**config.mk**
```make
export PLATFORM = sky130hd
export DESIGN_NAME = scale_select
export DESIGN_NICKNAME = d
export VERILOG_FILES = /design/src/rtl/ssel_pkg.sv /design/src/rtl/ssel_cand.sv /design/src/rtl/ssel_walk.sv /design/src/rtl/ssel_keep.sv /design/src/rtl/scale_select.sv
export SDC_FILE = /design/constraint.sdc
export NUM_CORES = 1
export LEC_CHECK = 0
export ABC_AREA = 1
export BUFFER_PORTS_ARGS = -buffer_cell sky130_fd_sc_hd__buf_2
export CORE_MARGIN = 5
export CORE_UTILIZATION = 50
export CTS_CLUSTER_SIZE = 12
export DETAILED_ROUTE_END_ITERATION = 10
export PLACE_DENSITY_LB_ADDON = 0.1
export SYNTH_ARGS = -nofsm -noshare
export SYNTH_HDL_FRONTEND = slang
export SYNTH_SLANG_ARGS = --single-unit
```
**constraint.sdc**
```tcl
create_clock -name clk -period 21.6 [get_ports clk]
set_clock_uncertainty 0.05 [all_clocks]
set_input_delay 4.32 -clock clk [delete_from_list [all_inputs] [get_ports clk]]
set_output_delay 4.32 -clock clk [all_outputs]
set_load 0.02 [all_outputs]
```
**src/rtl/ssel_pkg.sv**
```systemverilog
package ssel_pkg;
  localparam int PRE_W = 2;
  localparam int SCL_W = 4;

  // prescaler candidate value for a mode and index
  function automatic logic [31:0] pre_val(input logic dly, input logic [PRE_W-1:0] idx);
    case (idx)
      2'd0:    pre_val = dly ? 32'd1 : 32'd2;
      2'd1:    pre_val = 32'd3;
      2'd2:    pre_val = 32'd5;
      default: pre_val = 32'd7;
    endcase
  endfunction

  // scaler candidate value for a mode and index
  function automatic logic [31:0] scl_val(input logic dly, input logic [SCL_W-1:0] idx);
    if (dly)
      scl_val = 32'd2 << idx;
    else if (idx < 4'd4)
      scl_val = {27'd0, idx, 1'b0} + 32'd2;
    else
      scl_val = 32'd1 << idx;
  endfunction
endpackage

```
**src/rtl/ssel_cand.sv**
```systemverilog
module ssel_cand
  import ssel_pkg::*;
#(
  parameter int PROD_W = 32
) (
  input  logic              dly,
  input  logic [PRE_W-1:0]  pre,
  input  logic [SCL_W-1:0]  scl,
  output logic [PROD_W-1:0] prod
);
  logic [31:0] full;
  always_comb full = pre_val(dly, pre) * scl_val(dly, scl);
  assign prod = PROD_W'(full);
endmodule

```
**src/rtl/ssel_walk.sv**
```systemverilog
module ssel_walk
  import ssel_pkg::*;
(
  input  logic             clk,
  input  logic             rst,
  input  logic             start,
  input  logic             mode_i,
  input  logic             hit,
  output logic             busy,
  output logic             mode_q,
  output logic [PRE_W-1:0] pre,
  output logic [SCL_W-1:0] scl,
  output logic             last
);
  localparam int CNT_W = (PRE_W > SCL_W) ? PRE_W : SCL_W;
  localparam logic [CNT_W-1:0] PRE_TOP = CNT_W'((1 << PRE_W) - 1);
  localparam logic [CNT_W-1:0] SCL_TOP = CNT_W'((1 << SCL_W) - 1);

  logic [CNT_W-1:0] o_cnt, i_cnt, o_top, i_top;
  logic             step_out;

  // baud: outer = scaler, inner = prescaler; delay: swapped
  always_comb begin
    o_top    = mode_q ? PRE_TOP : SCL_TOP;
    i_top    = mode_q ? SCL_TOP : PRE_TOP;
    pre      = mode_q ? o_cnt[PRE_W-1:0] : i_cnt[PRE_W-1:0];
    scl      = mode_q ? i_cnt[SCL_W-1:0] : o_cnt[SCL_W-1:0];
    step_out = hit || (i_cnt == i_top);
    last     = busy && step_out && (o_cnt == o_top);
  end

  always_ff @(posedge clk) begin
    if (rst) begin
      busy   <= 1'b0;
      mode_q <= 1'b0;
      o_cnt  <= '0;
      i_cnt  <= '0;
    end else if (!busy) begin
      if (start) begin
        busy   <= 1'b1;
        mode_q <= mode_i;
        o_cnt  <= '0;
        i_cnt  <= '0;
      end
    end else if (step_out) begin
      if (o_cnt == o_top) busy <= 1'b0;
      else begin
        o_cnt <= o_cnt + 1'b1;
        i_cnt <= '0;
      end
    end else begin
      i_cnt <= i_cnt + 1'b1;
    end
  end
endmodule

```
**src/rtl/ssel_keep.sv**
```systemverilog
module ssel_keep
  import ssel_pkg::*;
#(
  parameter int PROD_W = 32
) (
  input  logic              clk,
  input  logic              rst,
  input  logic              clear,
  input  logic              run,
  input  logic              last,
  input  logic              hit,
  input  logic [PRE_W-1:0]  pre,
  input  logic [SCL_W-1:0]  scl,
  input  logic [PROD_W-1:0] cand,
  input  logic [PROD_W-1:0] cap,
  output logic              done,
  output logic [PRE_W-1:0]  pre_o,
  output logic [SCL_W-1:0]  scl_o,
  output logic [PROD_W-1:0] prod_o,
  output logic              sat_o
);
  logic              valid;
  logic [PRE_W-1:0]  b_pre;
  logic [SCL_W-1:0]  b_scl;
  logic [PROD_W-1:0] b_prod;
  logic              take;

  // strict less-than keeps the earlier pair on a tie
  assign take = run && hit && (!valid || cand < b_prod);

  always_ff @(posedge clk) begin
    if (rst) begin
      valid  <= 1'b0;
      b_pre  <= '0;
      b_scl  <= '0;
      b_prod <= '0;
      done   <= 1'b0;
      pre_o  <= '0;
      scl_o  <= '0;
      prod_o <= '0;
      sat_o  <= 1'b0;
    end else begin
      done <= 1'b0;
      if (clear) valid <= 1'b0;
      else if (take) begin
        valid  <= 1'b1;
        b_pre  <= pre;
        b_scl  <= scl;
        b_prod <= cand;
      end
      if (run && last) begin
        done <= 1'b1;
        if (take) begin
          pre_o <= pre;   scl_o <= scl;   prod_o <= cand;   sat_o <= 1'b0;
        end else if (valid) begin
          pre_o <= b_pre; scl_o <= b_scl; prod_o <= b_prod; sat_o <= 1'b0;
        end else begin
          pre_o <= '1;    scl_o <= '1;    prod_o <= cap;    sat_o <= 1'b1;
        end
      end
    end
  end
endmodule

```
**src/rtl/scale_select.sv**
```systemverilog
module scale_select
  import ssel_pkg::*;
#(
  parameter int NEED_W = 32,
  parameter int PROD_W = 32
) (
  input  logic              clk,
  input  logic              rst,
  input  logic              start,
  input  logic              mode,
  input  logic [NEED_W-1:0] need,
  output logic              done,
  output logic [PRE_W-1:0]  pre_idx,
  output logic [SCL_W-1:0]  scl_idx,
  output logic [PROD_W-1:0] product,
  output logic              sat
);
  localparam int CMP_W = (NEED_W > PROD_W) ? NEED_W : PROD_W;

  logic              busy, mode_q, last, hit, accept;
  logic [PRE_W-1:0]  pre;
  logic [SCL_W-1:0]  scl;
  logic [PROD_W-1:0] cand, cap;
  logic [NEED_W-1:0] need_q;

  assign accept = start && !busy;
  assign hit    = CMP_W'(cand) >= CMP_W'(need_q);

  always_ff @(posedge clk) begin
    if (rst)         need_q <= '0;
    else if (accept) need_q <= need;
  end

  ssel_walk u_walk (
    .clk(clk), .rst(rst), .start(start), .mode_i(mode), .hit(hit),
    .busy(busy), .mode_q(mode_q), .pre(pre), .scl(scl), .last(last)
  );

  ssel_cand #(.PROD_W(PROD_W)) u_cand (
    .dly(mode_q), .pre(pre), .scl(scl), .prod(cand)
  );

  ssel_cand #(.PROD_W(PROD_W)) u_cap (
    .dly(mode_q), .pre('1), .scl('1), .prod(cap)
  );

  ssel_keep #(.PROD_W(PROD_W)) u_keep (
    .clk(clk), .rst(rst), .clear(accept), .run(busy), .last(last),
    .hit(hit), .pre(pre), .scl(scl), .cand(cand), .cap(cap),
    .done(done), .pre_o(pre_idx), .scl_o(scl_idx), .prod_o(product), .sat_o(sat)
  );
endmodule

```
-- Yosys cells after proc, flatten, opt, wreduce, memory -nomap -nowiden
Index checks and enable logic that the tools add are counted.
- flip-flop bits (word level): 121
- bits in latches: 0
- RAM bits: 0
- ROM bits: 0
- bits of input ports: 36
- output and inout bits: 40
- logic and storage cells: 79
- memories kept: 0
- add/sub/neg operators: 3
- multipliers: 2
- div/mod/pow operators: 0
- order comparisons: 3
- equal/unequal tests: 7
- shifts and indexed selects: 2
- multiplexer cells: 29
- bitwise gates (word level): 2
- reductions and logical operators: 17
- operator list (kind ; number):
    32-bit 2-to-1 mux ; 4
    32-bit one-hot mux with 3 select lines ; 1
    4-bit 2-to-1 mux ; 12
    32-bit >= comparator ; 1
    32-bit less-than comparator ; 1
    32-bit by 32-bit multiplier with 32-bit output ; 1
    1-bit by 4-bit << shifter with 32-bit output, first input constant ; 1
    2-bit by 4-bit << shifter with 32-bit output, first input constant ; 1
    3-bit by 17-bit multiplier with 20-bit output, first input constant ; 1
    17-bit 2-to-1 mux ; 1
    4-bit by 1-bit adder with 4-bit output, second input constant ; 2
    4-bit == test ; 2
    2-bit 2-to-1 mux ; 4
    1-bit 2-to-1 mux ; 7
    5-bit by 2-bit adder with 6-bit output, second input constant ; 1
    1-bit logical AND ; 6
    2-bit AND reduction ; 3
    4-bit by 3-bit less-than comparator with 1-bit output, second input constant ; 1
    2-bit inequality test, second input constant ; 2
    3-bit inequality test, second input constant ; 1
    3-bit AND reduction ; 1
    2-bit by 1-bit == test with 1-bit output, second input constant ; 1
    2-bit == test, second input constant ; 1
    1-bit logical NOT ; 2
    other kinds (5) ; 7

-- Longest topological paths before layout
- depth in word-level cells: 11
- gate-level depth with buffers: 47
- depth with buffers taken out: 44

-- By module
A second synthesis with hierarchy kept.
- cells, all modules: 1815
- area, all modules: 11923.9 sq um
- modules (own cells, without submodules) (module ; instances ; cells an instance ; area each (sq um) ; seq. area each (sq um)):
    ssel_keep ; 1 ; 692 ; 4713.3 ; 1581.5
    ssel_cand at u_cand ; 1 ; 386 ; 2217.1 ; 0.0
    ssel_cand at u_cap ; 1 ; 390 ; 2202.1 ; 0.0
    scale_select ; 1 ; 249 ; 2100.8 ; 640.6
    ssel_walk ; 1 ; 98 ; 690.7 ; 200.2

-- Least setup slack after synthesis
OpenSTA, ideal clock, no wires.
- path type: reg-to-reg
- start: register u_walk.mode_q
- end: register u_keep.prod_o[18]
- setup time: 109 ps
- arrival time: 6629 ps
- required time: 21441 ps
- slack: 14812 ps
- cell stages (with the launch flop): 41
- path buffers: 4
- clock period less this slack: 6788 ps
- path through: dfxtp_1 -> buf_4 -> inv_4 -> or2_1 -> o21ai_2 -> clkbuf_1 -> ha_1 -> inv_1 -> nand3_1 -> inv_1 -> clkbuf_1 -> nor2_1 -> ha_1 -> ha_1 -> ha_1 -> ha_1 -> ha_1 -> fa_1 -> [... 5 more ...] -> o31ai_1 -> xor2_1 -> ha_1 -> nand2_2 -> nor2_4 -> nand2_2 -> clkinv_1 -> nand2_1 -> nand2_1 -> nand2_1 -> nand4_4 -> nand2_4 -> inv_2 -> buf_4 -> nor2_1 -> nor2_1 -> nand2_1 -> inv_1
- cells in the longest elaborated chain, start to end: 10
- elaborated cells between the ends (all ways): 31
- classes of those cells: add/sub (1); mul (2); order compare (3); eq/ne (4); shift (2); mux (11); reduce/logical (8)
- RTL lines (what ; line ; RTL):
    start, declared ; ssel_walk.sv:10 ; output logic mode_q,
    start signal, assigned ; ssel_walk.sv:41 ; mode_q <= mode_i;
    4-bit 2-to-1 mux ; ssel_walk.sv:27 ; scl = mode_q ? i_cnt[SCL_W-1:0] : o_cnt[SCL_W-1:0];
    5-bit by 2-bit adder with 6-bit output (tied with other cells) ; ssel_pkg.sv:20 ; scl_val = {27'd0, idx, 1'b0} + 32'd2;
    32-bit 2-to-1 mux ; ssel_pkg.sv:19 ; else if (idx < 4'd4)
    32-bit 2-to-1 mux ; ssel_pkg.sv:17 ; if (dly)
    32-bit by 32-bit multiplier with 32-bit output (*) ; ssel_cand.sv:12 ; always_comb full = pre_val(dly, pre) * scl_val(dly, scl);
    via cand[15] ; scale_select.sv:23 ; logic [PROD_W-1:0] cand, cap;
    32-bit >= comparator ; scale_select.sv:27 ; assign hit = CMP_W'(cand) >= CMP_W'(need_q);
    1-bit logical OR ; ssel_walk.sv:28 ; step_out = hit || (i_cnt == i_top);
    1-bit logical AND (2 in series) ; ssel_walk.sv:29 ; last = busy && step_out && (o_cnt == o_top);
    1-bit logical AND ; ssel_keep.sv:51 ; if (run && last) begin
    end signal, assigned ; ssel_keep.sv:54 ; pre_o <= pre; scl_o <= scl; prod_o <= cand; sat_o <= 1'b0;
    end signal, assigned ; ssel_keep.sv:56 ; pre_o <= b_pre; scl_o <= b_scl; prod_o <= b_prod; sat_o <= 1'b0;
    end signal, assigned ; ssel_keep.sv:58 ; pre_o <= '1; scl_o <= '1; prod_o <= cap; sat_o <= 1'b1;
    end, declared ; ssel_keep.sv:19 ; output logic [PROD_W-1:0] prod_o,
Mark *: on every way through the listed nets, which the timed path passes. The rest lies on a longest branch.
A chain may end at the register's enable or synchronous reset.

-- Worst setup path after layout
- start: register u_walk.mode_q
- end: register u_keep.scl_o[3]
- cells in the longest elaborated chain, start to end: 10
- elaborated cells between the ends (all ways): 28
- classes of those cells: add/sub (1); mul (1); order compare (3); eq/ne (4); shift (2); mux (9); reduce/logical (8)
- RTL lines (what ; line ; RTL):
    4-bit 2-to-1 mux (*) ; ssel_walk.sv:27 ;
    via scl[1] ; scale_select.sv:22 ; logic [SCL_W-1:0] scl;
    5-bit by 2-bit adder with 6-bit output (tied with other cells) ; ssel_pkg.sv:20 ;
    32-bit 2-to-1 mux ; ssel_pkg.sv:19 ;
    32-bit 2-to-1 mux (*) ; ssel_pkg.sv:17 ;
    32-bit by 32-bit multiplier with 32-bit output (*) ; ssel_cand.sv:12 ;
    via cand[22] ; scale_select.sv:23 ;
    32-bit >= comparator ; scale_select.sv:27 ;
    1-bit logical OR ; ssel_walk.sv:28 ;
    1-bit logical AND (2 in series) ; ssel_walk.sv:29 ;
    1-bit logical AND ; ssel_keep.sv:51 ;
    end signal, assigned ; ssel_keep.sv:54 ;
    end signal, assigned ; ssel_keep.sv:56 ;
    end signal, assigned ; ssel_keep.sv:58 ;
    end, declared ; ssel_keep.sv:18 ; output logic [SCL_W-1:0] scl_o,
Marked as above.

==> results.ini <==
[synth]
netlist_instances = 1258
synth_area_um2 = 8940
synth_top_family_by_area = adder cells
synth-seq-cells = 103
synth_edf_count = 0
synthMuxAreaShare = 0
ys_warn_count = 0
synthAdderAreaFrac = 0.266
async_reset_ff_frac = 0
yosys.area.top_type_share = 0.232
ys_seq_area_frac = 0.231
synth_compound_area_frac = 0.126
ys_types = 52
synthSimpleGateAreaFrac = 0.253
synth_xor_xnor_area_share = 0.0157
avgSynthCellArea_um2 = 7.11
ys.flop_type = dfxtp_1
synth.area.top_cells = ha_1, dfxtp_1, nand2_1, inv_1, nor2_1
synth_area_leader_cell = ha_1

[global_route]
grtUsageTotal = 0.222
grt_pass1_vias = 7536
antenna_found_initial = 0
grt_pass1_wl_mm = 36.8
gr-total-overflow = 0
grt_max_degree = 58

[sta]
rsz0062_at_grt = false
fmax_mhz = 116
relSlewSlack = 0.530
report.final.slew_viol_count = 0
setup_violations = 0
fin_ws_ns = 13.00
fin_crit_ns = 8.60
tightest_slew_ns = 0.704
fin_crit_sh = 0.398
setup_tns_ns = 0
whs_ns = 0.414
hold_violations = 0

[drt]
antenna_left = 0
wl_mm = 22.2
route.detailed.drc = 0
route.vias.total = 7932
drt_iter0_markers = 351
wl_per_cell_um = 14.5
firstDrtPassIters = 5
vias_per_cell = 5.17

[worst_setup_path]
rrSetupSlack_ns = 13.00
start_kind = register
startpoint = u_walk.mode_q$_SDFFE_PP0P_
critPathRequiredTime_ns = 21.80
slowest_stage = dfxtp_1
cp_max_fo = 40
worst_setup_path_end_kind = register
endpoint = u_keep.scl_o[3]$_SDFFE_PP0P_
crit_top_cell = ha_1
crit_type = reg -> reg
worstRegToRegCells = 35
worstPathArrival_ns = 8.80
worstReg2RegStart = u_walk.mode_q$_SDFFE_PP0P_
critPathMaxStageDelay_ns = 0.75
rr_endpoint = u_keep.scl_o[3]$_SDFFE_PP0P_

[cells_and_area]
diodes = 0
layout-drive-gt1-share = 0.0943
register_area_um2 = 2060
mostFrequentLayoutCells = nand2_1, ha_1, inv_1
fillers = 1819
final_cells = 1533
final_util = 0.541
layout_commonest_cell = nand2_1
fin_nets = 1516
fin_area_um2 = 9630
multiInputGateArea_um2 = 5950
area_delta_synth_final_pct = 7.65

[clocking]
h-tree-depth = 3
cts.sinks = 103
root_buffer = clkbuf_16
cts_hold_buf = 0
post_cts_buffers = 0
clock_path_buffers = 2
ctsResizeCount = 0
cts_made_buffers = 9
clkTransAtPathRegs_ns = 0.07
cts_tree = yes
clk_latency_ns = 0.36

[job]
maxCapViolCount = 0

[power]
peakVddDrop_mv = 0.0407
p_switching_mw = 0.186
total_power_mw = 0.515
p_per_area_nw_per_um2 = 53.5
swShare = 0.360
internal-power_mw = 0.330
p_leak_nw = 5.33
power_frac_clock = 0.319
p_comb_frac = 0.296
p_seq_frac = 0.385

[die]
rows = 49
die-area_um2 = 20700
fp.dieH_um = 144
core_area_um2 = 17800
pin_count = 76
initial_core_util = 0.503
fp.dieW_um = 144

[place]
pre_cts_ws_ns = 13.00
portBuffers = 66
dp_hpwl_mm = 17.8
dpl_cell_area_um2 = 9330
place.gp.congestion = 0.947
dp.cells = 1517

[min_path]
min-delay-path-class = reg -> reg

[run_status]
run_status = complete, no violations

-- layout make-up --
type                       instances  area share
clock buffer                       9      0.0234
clock inverter                     7     0.00702
inverter                         177      0.0695
multi-input combinational        937       0.618
sequential                       103       0.214
tap                              229      0.0298
timing repair buffer              71      0.0382
-- power groups by stage --
stage	registers, mW	logic [mW]	clock network (mW)
6_report	0.198	0.152	0.164
5_1_grt	0.199	0.177	0.175
4_1_cts	0.198	0.151	0.168
3_5_place_dp	0.203	0.150	0
3_3_place_gp	0.203	0.148	0
2_1_floorplan	0.201	0.115	0
-- cells in the mapped netlist, drive strengths merged, types with 10 or more instances --
cell,n
a21oi,107
buf,28
clkbuf,23
dfxtp,103
fa,15
ha,166
inv,175
nand2,241
nand3,94
nand4,14
nor2,155
nor3,10
o21ai,68
xor2,13
-- critical path, delay by kind of cell, from the launching register on --
family	cells	cell delay, ns
AOI/OAI and AO/OA	9	1.71
adders and majority gates	12	3.47
and+or+nand+nor	9	1.41
buffers and inverters	5	1.09
DFF	1	0.75
-- sequential cells by signal, indices dropped and copies added, names as in the netlist --
register       count
u_keep.prod_o     23
u_walk.o_cnt       4
u_keep.sat_o       1
u_keep.done        1
u_keep.valid       1
need_q            32
u_keep.b_scl       4
u_keep.scl_o       4
u_walk.i_cnt       4
u_walk.busy        1
u_keep.pre_o       2
u_keep.b_pre       2
u_walk.mode_q      1
u_keep.b_prod     23
-- kinds of logic (layout without fill, tap and decap cells) --
logic type / count (synthesis) / count (layout)
other: 2 / 12
adder cells (fa/ha/maj): 181 / 181
flip-flops: 103 / 103
AND/OR/NAND/NOR: 526 / 526
XOR/XNOR: 16 / 16
AO/OA/AOI/OAI: 202 / 202
buffers and inverters: 228 / 264
-- how the worst min path moves through the flow --
stage                                        start                             end  slack [ns]  depth (start not counted)
global route        u_keep.b_prod[15]$_SDFFE_PP0P_  u_keep.b_prod[15]$_SDFFE_PP0P_        0.43                          2
CTS                 u_keep.b_prod[18]$_SDFFE_PP0P_  u_keep.b_prod[18]$_SDFFE_PP0P_        0.41                          2
detailed placement  u_keep.b_prod[18]$_SDFFE_PP0P_  u_keep.b_prod[18]$_SDFFE_PP0P_        0.40                          2
floorplan                  need_q[23]$_SDFFE_PP0P_         need_q[23]$_SDFFE_PP0P_        0.38                          2
finish              u_keep.b_prod[15]$_SDFFE_PP0P_  u_keep.b_prod[15]$_SDFFE_PP0P_        0.41                          2
global placement    u_keep.b_prod[18]$_SDFFE_PP0P_  u_keep.b_prod[18]$_SDFFE_PP0P_        0.40                          2
-- per-layer routing --
layer,GRT usage,share of wire,vias up,wire [um]
li1,-,-,4165,-
met1,0.294,0.48,3585,10600
met2,0.377,0.46,151,10300
met3,0.0300,0.038,31,849
met4,0.0664,0.023,0,513
met5,0,0,-,0
Power figures use the tool's default switching activity.
